**config.mk**
```make
export PLATFORM = sky130hd
export DESIGN_NAME = cart_bank_ctrl
export DESIGN_NICKNAME = d
export VERILOG_FILES = /design/src/rtl/cbc_pkg.sv /design/src/rtl/cbc_rst_sync.sv /design/src/rtl/cbc_cmd_decode.sv /design/src/rtl/cart_bank_ctrl.sv
export SDC_FILE = /design/constraint.sdc
export NUM_CORES = 1
export LEC_CHECK = 0
export BUFFER_PORTS_ARGS = -buffer_cell sky130_fd_sc_hd__buf_2
export CORE_MARGIN = 1.5
export CORE_UTILIZATION = 46
export DETAILED_ROUTE_END_ITERATION = 8
export PLACE_DENSITY = 0.76
export REMOVE_ABC_BUFFERS = 1
export SYNTH_ARGS = -nofsm -noshare
export SYNTH_HDL_FRONTEND = slang
export SYNTH_SLANG_ARGS = --single-unit
```
**constraint.sdc**
```tcl
create_clock -name clk -period 0.8 [get_ports clk]
set_input_delay 0.08 -clock clk [delete_from_list [all_inputs] [get_ports clk]]
set_output_delay 0.08 -clock clk [all_outputs]
set_load 0.02 [all_outputs]
```
**src/rtl/cbc_pkg.sv**
```systemverilog
package cbc_pkg;
  localparam int ROM_W = 9;
  localparam int RAM_W = 4;
  localparam int SEL_W = 4;

  typedef enum logic [1:0] {
    KIND_5P2   = 2'd0,
    KIND_4B    = 2'd1,
    KIND_7BCLK = 2'd2,
    KIND_9B    = 2'd3
  } cbc_kind_e;

  typedef struct packed {
    logic [ROM_W-1:0] rom;
    logic [RAM_W-1:0] ram;
    logic             en;
    logic             mode;
    logic [SEL_W-1:0] sel;
  } cbc_state_t;
endpackage

```
**src/rtl/cbc_rst_sync.sv**
```systemverilog
module cbc_rst_sync #(
  parameter int STAGES = 2
) (
  input  logic clk,
  input  logic rst_n,
  output logic rst_sync_n
);
  logic [STAGES-1:0] sync_q;

  always_ff @(posedge clk or negedge rst_n) begin
    if (!rst_n) sync_q <= '0;
    else        sync_q <= {sync_q[STAGES-2:0], 1'b1};
  end

  assign rst_sync_n = sync_q[STAGES-1];
endmodule

```
**src/rtl/cbc_cmd_decode.sv**
```systemverilog
module cbc_cmd_decode
  import cbc_pkg::*;
#(
  parameter int ADDR_W = 16,
  parameter int DATA_W = 8
) (
  input  cbc_state_t        cur,
  input  logic [1:0]        kind,
  input  logic [ADDR_W-1:0] addr,
  input  logic [DATA_W-1:0] data,
  input  logic [ROM_W-1:0]  rom_mask,
  input  logic [RAM_W-1:0]  ram_mask,
  output cbc_state_t        nxt,
  output logic              latch_req
);
  localparam int NIB_LO = ADDR_W - 4;

  logic [3:0] region;
  logic       en_val;
  logic [4:0] lo5;
  logic [6:0] lo7;
  logic [7:0] lo8;

  always_comb begin
    region = addr[ADDR_W-1:NIB_LO];
    en_val = (data[3:0] == 4'hA);
    lo5    = (data[4:0] == 5'd0) ? 5'd1 : data[4:0];
    lo7    = (data[6:0] == 7'd0) ? 7'd1 : data[6:0];
    lo8    = (data[7:0] == 8'd0) ? 8'd1 : data[7:0];
  end

  always_comb begin
    nxt       = cur;
    latch_req = 1'b0;
    if (!region[3]) begin
      unique case (cbc_kind_e'(kind))
        KIND_5P2: begin
          unique case (region[2:1])
            2'd0: nxt.en = en_val;
            2'd1: nxt.rom = {2'b00, cur.rom[6:5], lo5};
            2'd2: begin
              if (cur.mode) nxt.ram = {{(RAM_W-2){1'b0}}, data[1:0]};
              else          nxt.rom = {2'b00, data[1:0], cur.rom[4:0]};
            end
            default: nxt.mode = data[0];
          endcase
        end
        KIND_4B: begin
          if (!addr[8])
            nxt.en = en_val;
          else if ((addr[ADDR_W-2:ADDR_W-3] == 2'b01) && (addr[8] == 1'b1))
            nxt.rom = {{(ROM_W-4){1'b0}}, data[3:0]};
        end
        KIND_7BCLK: begin
          unique case (region[2:1])
            2'd0: nxt.en = en_val;
            2'd1: nxt.rom = {2'b00, lo7};
            2'd2: begin
              nxt.sel = data[3:0];
              nxt.ram = {{(RAM_W-2){1'b0}}, data[1:0]};
            end
            default: latch_req = 1'b1;
          endcase
        end
        default: begin
          unique case (region[2:0])
            3'd0, 3'd1: nxt.en = en_val;
            3'd2:       nxt.rom = {cur.rom[8], lo8};
            3'd3:       nxt.rom = {data[0], cur.rom[7:0]};
            3'd4, 3'd5: nxt.ram = data[3:0];
            default: ;
          endcase
        end
      endcase
      nxt.rom = nxt.rom & rom_mask;
      nxt.ram = nxt.ram & ram_mask;
    end
  end
endmodule

```
**src/rtl/cart_bank_ctrl.sv**
```systemverilog
module cart_bank_ctrl
  import cbc_pkg::*;
#(
  parameter int ADDR_W      = 16,
  parameter int DATA_W      = 8,
  parameter int SYNC_STAGES = 2
) (
  input  logic              clk,
  input  logic              rst_n,
  input  logic [1:0]        ctrl_kind,
  input  logic [3:0]        rom_log2,
  input  logic [2:0]        ram_log2,
  input  logic              wr_en,
  input  logic [ADDR_W-1:0] wr_addr,
  input  logic [DATA_W-1:0] wr_data,
  output logic [ROM_W-1:0]  rom_bank,
  output logic [RAM_W-1:0]  ram_bank,
  output logic              ram_en,
  output logic [SEL_W-1:0]  clk_sel,
  output logic              clk_latch
);
  localparam cbc_state_t RESET_STATE = '{rom: ROM_W'(1), ram: '0, en: 1'b0, mode: 1'b0, sel: '0};

  logic                rst_sync_n;
  logic [ROM_W-1:0]    rom_mask;
  logic [RAM_W-1:0]    ram_mask;
  cbc_state_t          state_q, state_d, dec_nxt;
  logic                latch_q, latch_d, dec_latch;
  logic                cmd_ce;

  cbc_rst_sync #(.STAGES(SYNC_STAGES)) u_rst (
    .clk        (clk),
    .rst_n      (rst_n),
    .rst_sync_n (rst_sync_n)
  );

  always_comb begin
    for (int i = 0; i < ROM_W; i++) rom_mask[i] = (i < int'(rom_log2));
    for (int j = 0; j < RAM_W; j++) ram_mask[j] = (j < int'(ram_log2));
  end

  cbc_cmd_decode #(.ADDR_W(ADDR_W), .DATA_W(DATA_W)) u_dec (
    .cur       (state_q),
    .kind      (ctrl_kind),
    .addr      (wr_addr),
    .data      (wr_data),
    .rom_mask  (rom_mask),
    .ram_mask  (ram_mask),
    .nxt       (dec_nxt),
    .latch_req (dec_latch)
  );

  always_comb begin
    cmd_ce  = wr_en && !wr_addr[ADDR_W-1];
    state_d = cmd_ce ? dec_nxt : state_q;
    latch_d = cmd_ce && dec_latch;
  end

  always_ff @(posedge clk or negedge rst_sync_n) begin
    if (!rst_sync_n) begin
      state_q <= RESET_STATE;
      latch_q <= 1'b0;
    end else begin
      state_q <= state_d;
      latch_q <= latch_d;
    end
  end

  assign rom_bank  = state_q.rom;
  assign ram_bank  = state_q.ram;
  assign ram_en    = state_q.en;
  assign clk_sel   = state_q.sel;
  assign clk_latch = latch_q;
endmodule

```
---- Word level (Yosys, flattened, before mapping) ----
Index checks and enable logic that the tools add are counted.
storage, ports and cells
  output and inout bits ................... 19
  bits of input ports ..................... 36
  bits in registers ....................... 22
  logic and storage cells ................. 79
cells by class
  reductions and logical operators ........ 19
  multiplexer cells ....................... 24
  $lt $le $gt $ge ......................... 13
  bitwise gates (word level) .............. 4
  equal/unequal tests ..................... 12
operators by type and width
  operator                                                                      count
  9-bit two-way mux                                                             5
  9-bit one-hot mux with 2 select lines                                         2
  9-bit one-hot mux with 3 select lines                                         1
  4-bit two-way mux                                                             5
  3-bit by 4-bit less-than comparator with 1-bit output (first input constant)  4
  4-bit one-hot mux with 3 select lines                                         1
  9-bit bitwise AND                                                             1
  8-bit logical NOT                                                             1
  1-bit by 4-bit less-than comparator with 1-bit output (first input constant)  2
  2-bit by 4-bit less-than comparator with 1-bit output (first input constant)  2
  8-bit two-way mux                                                             1
  4-bit AND reduction                                                           2
  7-bit logical NOT                                                             1
  7-bit two-way mux                                                             1
  3-bit by 2-bit equality test with 1-bit output (second input constant)        2
  3-bit equality test (second input constant)                                   2
  1-bit by 3-bit less-than comparator with 1-bit output (first input constant)  2
  2-bit by 3-bit less-than comparator with 1-bit output (first input constant)  2
  1-bit two-way mux                                                             6
  2-bit OR reduction                                                            3
  5-bit logical NOT                                                             1
  5-bit two-way mux                                                             1
  5-bit AND reduction                                                           1
  4-bit bitwise AND                                                             1
  other kinds (16)                                                              22

---- Depth between registers and ports, before layout ----
  depth in word-level cells ............... 7
  gate-level depth with buffers ........... 9
  gate-level depth less buffers ........... 7

---- Cells and area by module ----
Synthesis repeated with hierarchy kept, for this count alone.
unflattened totals
  cell total of the unflattened synthesis .. 240
  area total of the unflattened synthesis .. 2082.0 sq um
by module, submodules not included
  module          area an instance (sq um)  instances  seq. area each (sq um)  cells an instance
  cbc_cmd_decode  1052.3                    1          0.0                     165
  cart_bank_ctrl  975.9                     1          501.7                   72
  cbc_rst_sync    53.8                      1          50.0                    3

---- Worst setup path before layout ----
No wires, ideal clock.
  path kind ............................... input to register
  start point ............................. input port wr_addr[14]
  end point ............................... register state_q (netlist bit rom_bank[3])
  library setup time ...................... 0.069 ns
  setup slack ............................. -0.696 ns
  arrival time ............................ 1.427 ns
  path buffers ............................ 0
  stages on the path ...................... 7
  data required time ...................... 0.731 ns
  path through ............................ inv_1 > ha_1 > inv_2 > nor3_4 > a221oi_1 > or4_1 > nand3_1
on the way
  word-level cells in the longest chain between the ends .. 7
  elaborated cells on any way between the ends .. 13
  those cells by class .................... 4 x eq/ne; 7 x mux; 1 x bitwise; 1 x reduce/logical
RTL lines
  item                                            line                                                              text
  start: declaration                              cart_bank_ctrl.sv:14                                              input logic [ADDR_W-1:0] wr_addr,
  2-bit by 1-bit equality test with 1-bit output  cbc_cmd_decode.sv:38, cbc_cmd_decode.sv:51, cbc_cmd_decode.sv:55
  1-bit logical AND                               cbc_cmd_decode.sv:51                                              else if ((addr[ADDR_W-2:ADDR_W-3] == 2'b01) && (addr[8] == 1'b1))
  9-bit two-way mux                               cbc_cmd_decode.sv:51
  9-bit two-way mux                               cbc_cmd_decode.sv:49                                              if (!addr[8])
  9-bit one-hot mux with 3 select lines *         cbc_cmd_decode.sv:36                                              unique case (cbc_kind_e'(kind))
  9-bit two-way mux *                             cbc_cmd_decode.sv:35                                              if (!region[3]) begin
  9-bit bitwise AND *                             cbc_cmd_decode.sv:75                                              nxt.rom = nxt.rom & rom_mask;
  end signal: assignment                          cart_bank_ctrl.sv:64                                              state_q <= state_d;
  end: declaration                                cart_bank_ctrl.sv:27                                              cbc_state_t state_q, state_d, dec_nxt;
Every way passes the cells marked *; elsewhere a longest branch is shown, timed or not. The select of a mux whose other input is x is not followed.
A chain may end at the register's enable or synchronous reset.

---- Worst setup path in the final report ----
  start point ............................. register state_q[4] in the netlist's numbering
  end point ............................... register state_q (netlist bit rom_bank[6])
on the way
  word-level cells in the longest chain between the ends .. 5
RTL lines
  item                                   line                  text
  9-bit two-way mux                      cbc_cmd_decode.sv:42  if (cur.mode) nxt.ram = {{(RAM_W-2){1'b0}}, data[1:0]};
  9-bit one-hot mux with 2 select lines  cbc_cmd_decode.sv:38  unique case (region[2:1])
  9-bit one-hot mux with 3 select lines  cbc_cmd_decode.sv:36
  9-bit two-way mux                      cbc_cmd_decode.sv:35
  9-bit bitwise AND                      cbc_cmd_decode.sv:75
No other way between the ends. The select of a mux whose other input is x is not followed.

==> results.json <==
{
  "fp.coreArea_um2": 3660,
  "start_util_pct": 47.9,
  "min_path_type": "input pin to flop",
  "synth-edff-count": 0,
  "clk_pin_slew_ns": 0.08,
  "cts_sinks": 22,
  "place_congestion": 0.931,
  "cts_max_level": 1,
  "final.min_clock_period_ns": 1.32,
  "timing.final.crit_share_pct": 165,
  "ys_ff_latch": 22,
  "ant_nets": 0,
  "top_usage_layer": "met2",
  "postRouteWirelength_um": 6470,
  "synth_top_area_cell": "dfrtp_1",
  "ys_types": 48,
  "grt_overflow_total": 0,
  "post_route_cells_drive_above_1_share_pct": 57.5,
  "path_cells": "nand2_1 -> o21ai_1 -> a221o_1 -> a32oi_1 -> o21ai_1",
  "ys_warn_count": 0,
  "crit_family": "compound AO/OA/AOI/OAI gates",
  "maxSlewViolCount": 0,
  "numCtsBuffers": 3,
  "drt-initial-drc-count": 205,
  "row_count": 22,
  "end_kind": "flop",
  "gr-usage-all-layers_pct": 31.1,
  "grt_util_met2_pct": 55.2,
  "ys_seq_area_share_pct": 31.4,
  "path_max_fanout": 5,
  "skew_ns": 0.00150,
  "antenna_found_initial": 0,
  "syn_avg_cell_area_um2": 8.44,
  "die_w_um": 64.8,
  "pre_cts_ws_ns": -0.883,
  "grt_pass1_vias": 2052,
  "worstPathRequired_ns": 0.96,
  "n_fill_cell": 218,
  "fin_nets": 343,
  "post_drt_wl_per_cell_um": 18.5,
  "area_growth_pct": 69.3,
  "placed_area_um2": 2280,
  "use_met1_pct": 38.0,
  "drc_errors": 0,
  "post-synth-top-area-fraction_pct": 29.9,
  "grt_pass1_wl_um": 9910,
  "setup_viol": 38,
  "critPathLaunchType": "flop",
  "setup_slack_ns": -0.517,
  "avgViaCountPerCell": 6.05,
  "grt_max_degree": 14,
  "dieHeight_um": 64.8,
  "drtPass1Iterations": 7,
  "setup_tns_ns": -8.97,
  "max_cap_viol_count": 0,
  "power_leakage_nw": 1.34,
  "status": "complete, but fails checks",
  "hold_viol_final": 0,
  "cts_root_buffer": "clkbuf_8",
  "ys.flop_type": "dfrtp_1",
  "slowest_stage": "dfrtp_2",
  "worstSkewPairLatency_ns": 0.28,
  "reg2reg_slack_ns": -0.52,
  "critPathMostFrequentCell": "o21ai_1",
  "totalPowerFinal_mw": 4.43,
  "synth.area.top_cells": "dfrtp_1 30%, buf_4 8.1%, nand2_1 4.7%",
  "fmax_mhz": 759,
  "clockBufferDepth": 2,
  "crit_path_max_incr_delay_ns": 0.46,
  "dpl.hpwl_um": 4120,
  "io_pins": 55,
  "rsz0062_at_grt": "yes",
  "final_cell_area_um2": 2970,
  "violations": "setup timing",
  "critPathArrivalTime_ns": 1.48,
  "p_per_area_nw_per_um2": 1490,
  "ir_drop_mv": 1.10,
  "synthCells": 208,
  "synth_area_um2": 1760,
  "vias": 2110,
  "antenna_cells": 0,
  "portBuffers": 43,
  "async_flop_share_pct": 100,
  "globalRouteMet3Util_pct": 4.86,
  "cts_tree": "yes",
  "dieArea_um2": 4200,
  "instances_no_fill": 349,
  "crit_buf_inv": 0,
  "path_class": "flop to flop",
  "dp_cells": 331
}
==> layout by cell type (no fill, tap or decap), drive strengths merged, types with 3 or more instances in the layout <==
cell / count
a21o: 5
a21oi: 10
a221oi: 6
a31oi: 5
a32oi: 5
buf: 116
clkbuf: 4
dfrtp: 21
ha: 5
inv: 11
mux2: 7
nand2: 22
nand2b: 4
nand3: 6
nor2: 11
nor2b: 3
nor3: 4
o211ai: 3
o21ai: 17
o22ai: 3
==> registers in the layout, summed over array words and instances, names as in the netlist <==
| name | cells |
|---|---|
| u_rst.sync_q | 2 |
| clk_sel | 4 |
| state_q | 1 |
| rom_bank | 9 |
| ram_bank | 4 |
| ram_en | 1 |
| clk_latch | 1 |
==> timing repair <==
action | 4_1_cts | 5_1_grt
buffers inserted | 12 | 2
resized for setup | 103 | 29
hold buffers | 1 | 0
endpoints found under the hold margin | 2 | 0
setup endpoints to repair | 38 | 38
pin swaps | 31 | 13
==> cell families (layout without fill, tap and decap cells) <==
family,after synthesis,count (layout),synth area share (%)
and+or+nand+nor,64,64,18.8
AOI/OAI and AO/OA,70,70,27.8
other,1,1,0.214
buffers and inverters,39,132,13.7
DFF,22,22,31.4
muxes,7,7,4.49
adders and majority gates,5,5,3.56
==> routing by layer <==
| layer | part of all wire, % | wire (µm) | up-vias |
|---|---|---|---|
| met4 | 2.6 | 170 | 0 |
| met1 | 36 | 2340 | 1014 |
| met3 | 8.5 | 549 | 25 |
| li1 | - | - | 936 |
| met5 | 0 | 0 | - |
| met2 | 53 | 3400 | 135 |
==> cell usage after synthesis, types with 3 or more instances <==
| cell | count |
|---|---|
| a31oi_1 | 5 |
| nor2b_1 | 3 |
| o21ai_0 | 9 |
| inv_1 | 8 |
| mux2_2 | 7 |
| o22ai_1 | 3 |
| nor3_1 | 3 |
| inv_2 | 3 |
| o211ai_1 | 3 |
| ha_1 | 5 |
| clkbuf_1 | 3 |
| nand2_1 | 22 |
| a32oi_1 | 5 |
| a21oi_1 | 10 |
| a21o_1 | 5 |
| nand3_1 | 6 |
| dfrtp_1 | 21 |
| a221oi_1 | 6 |
| nor2_1 | 11 |
| buf_4 | 19 |
| buf_2 | 4 |
| o21ai_1 | 7 |
| nand2b_1 | 4 |
==> cell type report <==
class	instances	area [µm²]	area share [%]
inverter	11	53.8	1.81
sequential	22	553	18.6
tap	48	60.1	2.02
clock buffer	4	55.1	1.85
multi-input combinational	147	1240	41.8
timing repair buffer	117	1010	33.9
==> through the flow <==
stage | hold slack (ns) | util, %
floorplan | -0.216 | -
global placement | -0.135 | 62.3
detailed placement | -0.129 | 62.3
CTS | 0.0811 | 77.2
global route | 0.113 | 81.2
finish | 0.0860 | 81.2
==> path summary, 6_finish.rpt <==
kind                              endpoint             from  cells past startpoint
max in group asynchronous      rom_bank[0]  u_rst.sync_q[1]                      1
min in group asynchronous  u_rst.sync_q[1]            rst_n                      2
min reg2reg                     clk_sel[2]  u_rst.sync_q[1]                      1
min                            ram_bank[0]      ram_log2[0]                      3
max                            rom_bank[6]       state_q[4]                      5
max reg2reg                    rom_bank[6]       state_q[4]                      5
==> worst min-delay path: cells and delay by family <==
kind	cells	cell delay, ns
AND/OR/NAND/NOR	1	0.04
buffers and inverters	1	0.09
AO/OA/AOI/OAI	1	0.12
==> where the power goes <==
group | leakage [nW] | internal, mW | switching (mW)
clock network | 0.0288 | 0.441 | 0.404
logic | 1.04 | 1.15 | 0.991
registers | 0.273 | 1.28 | 0.167
No activity file was read; power rests on OpenSTA's default activity.
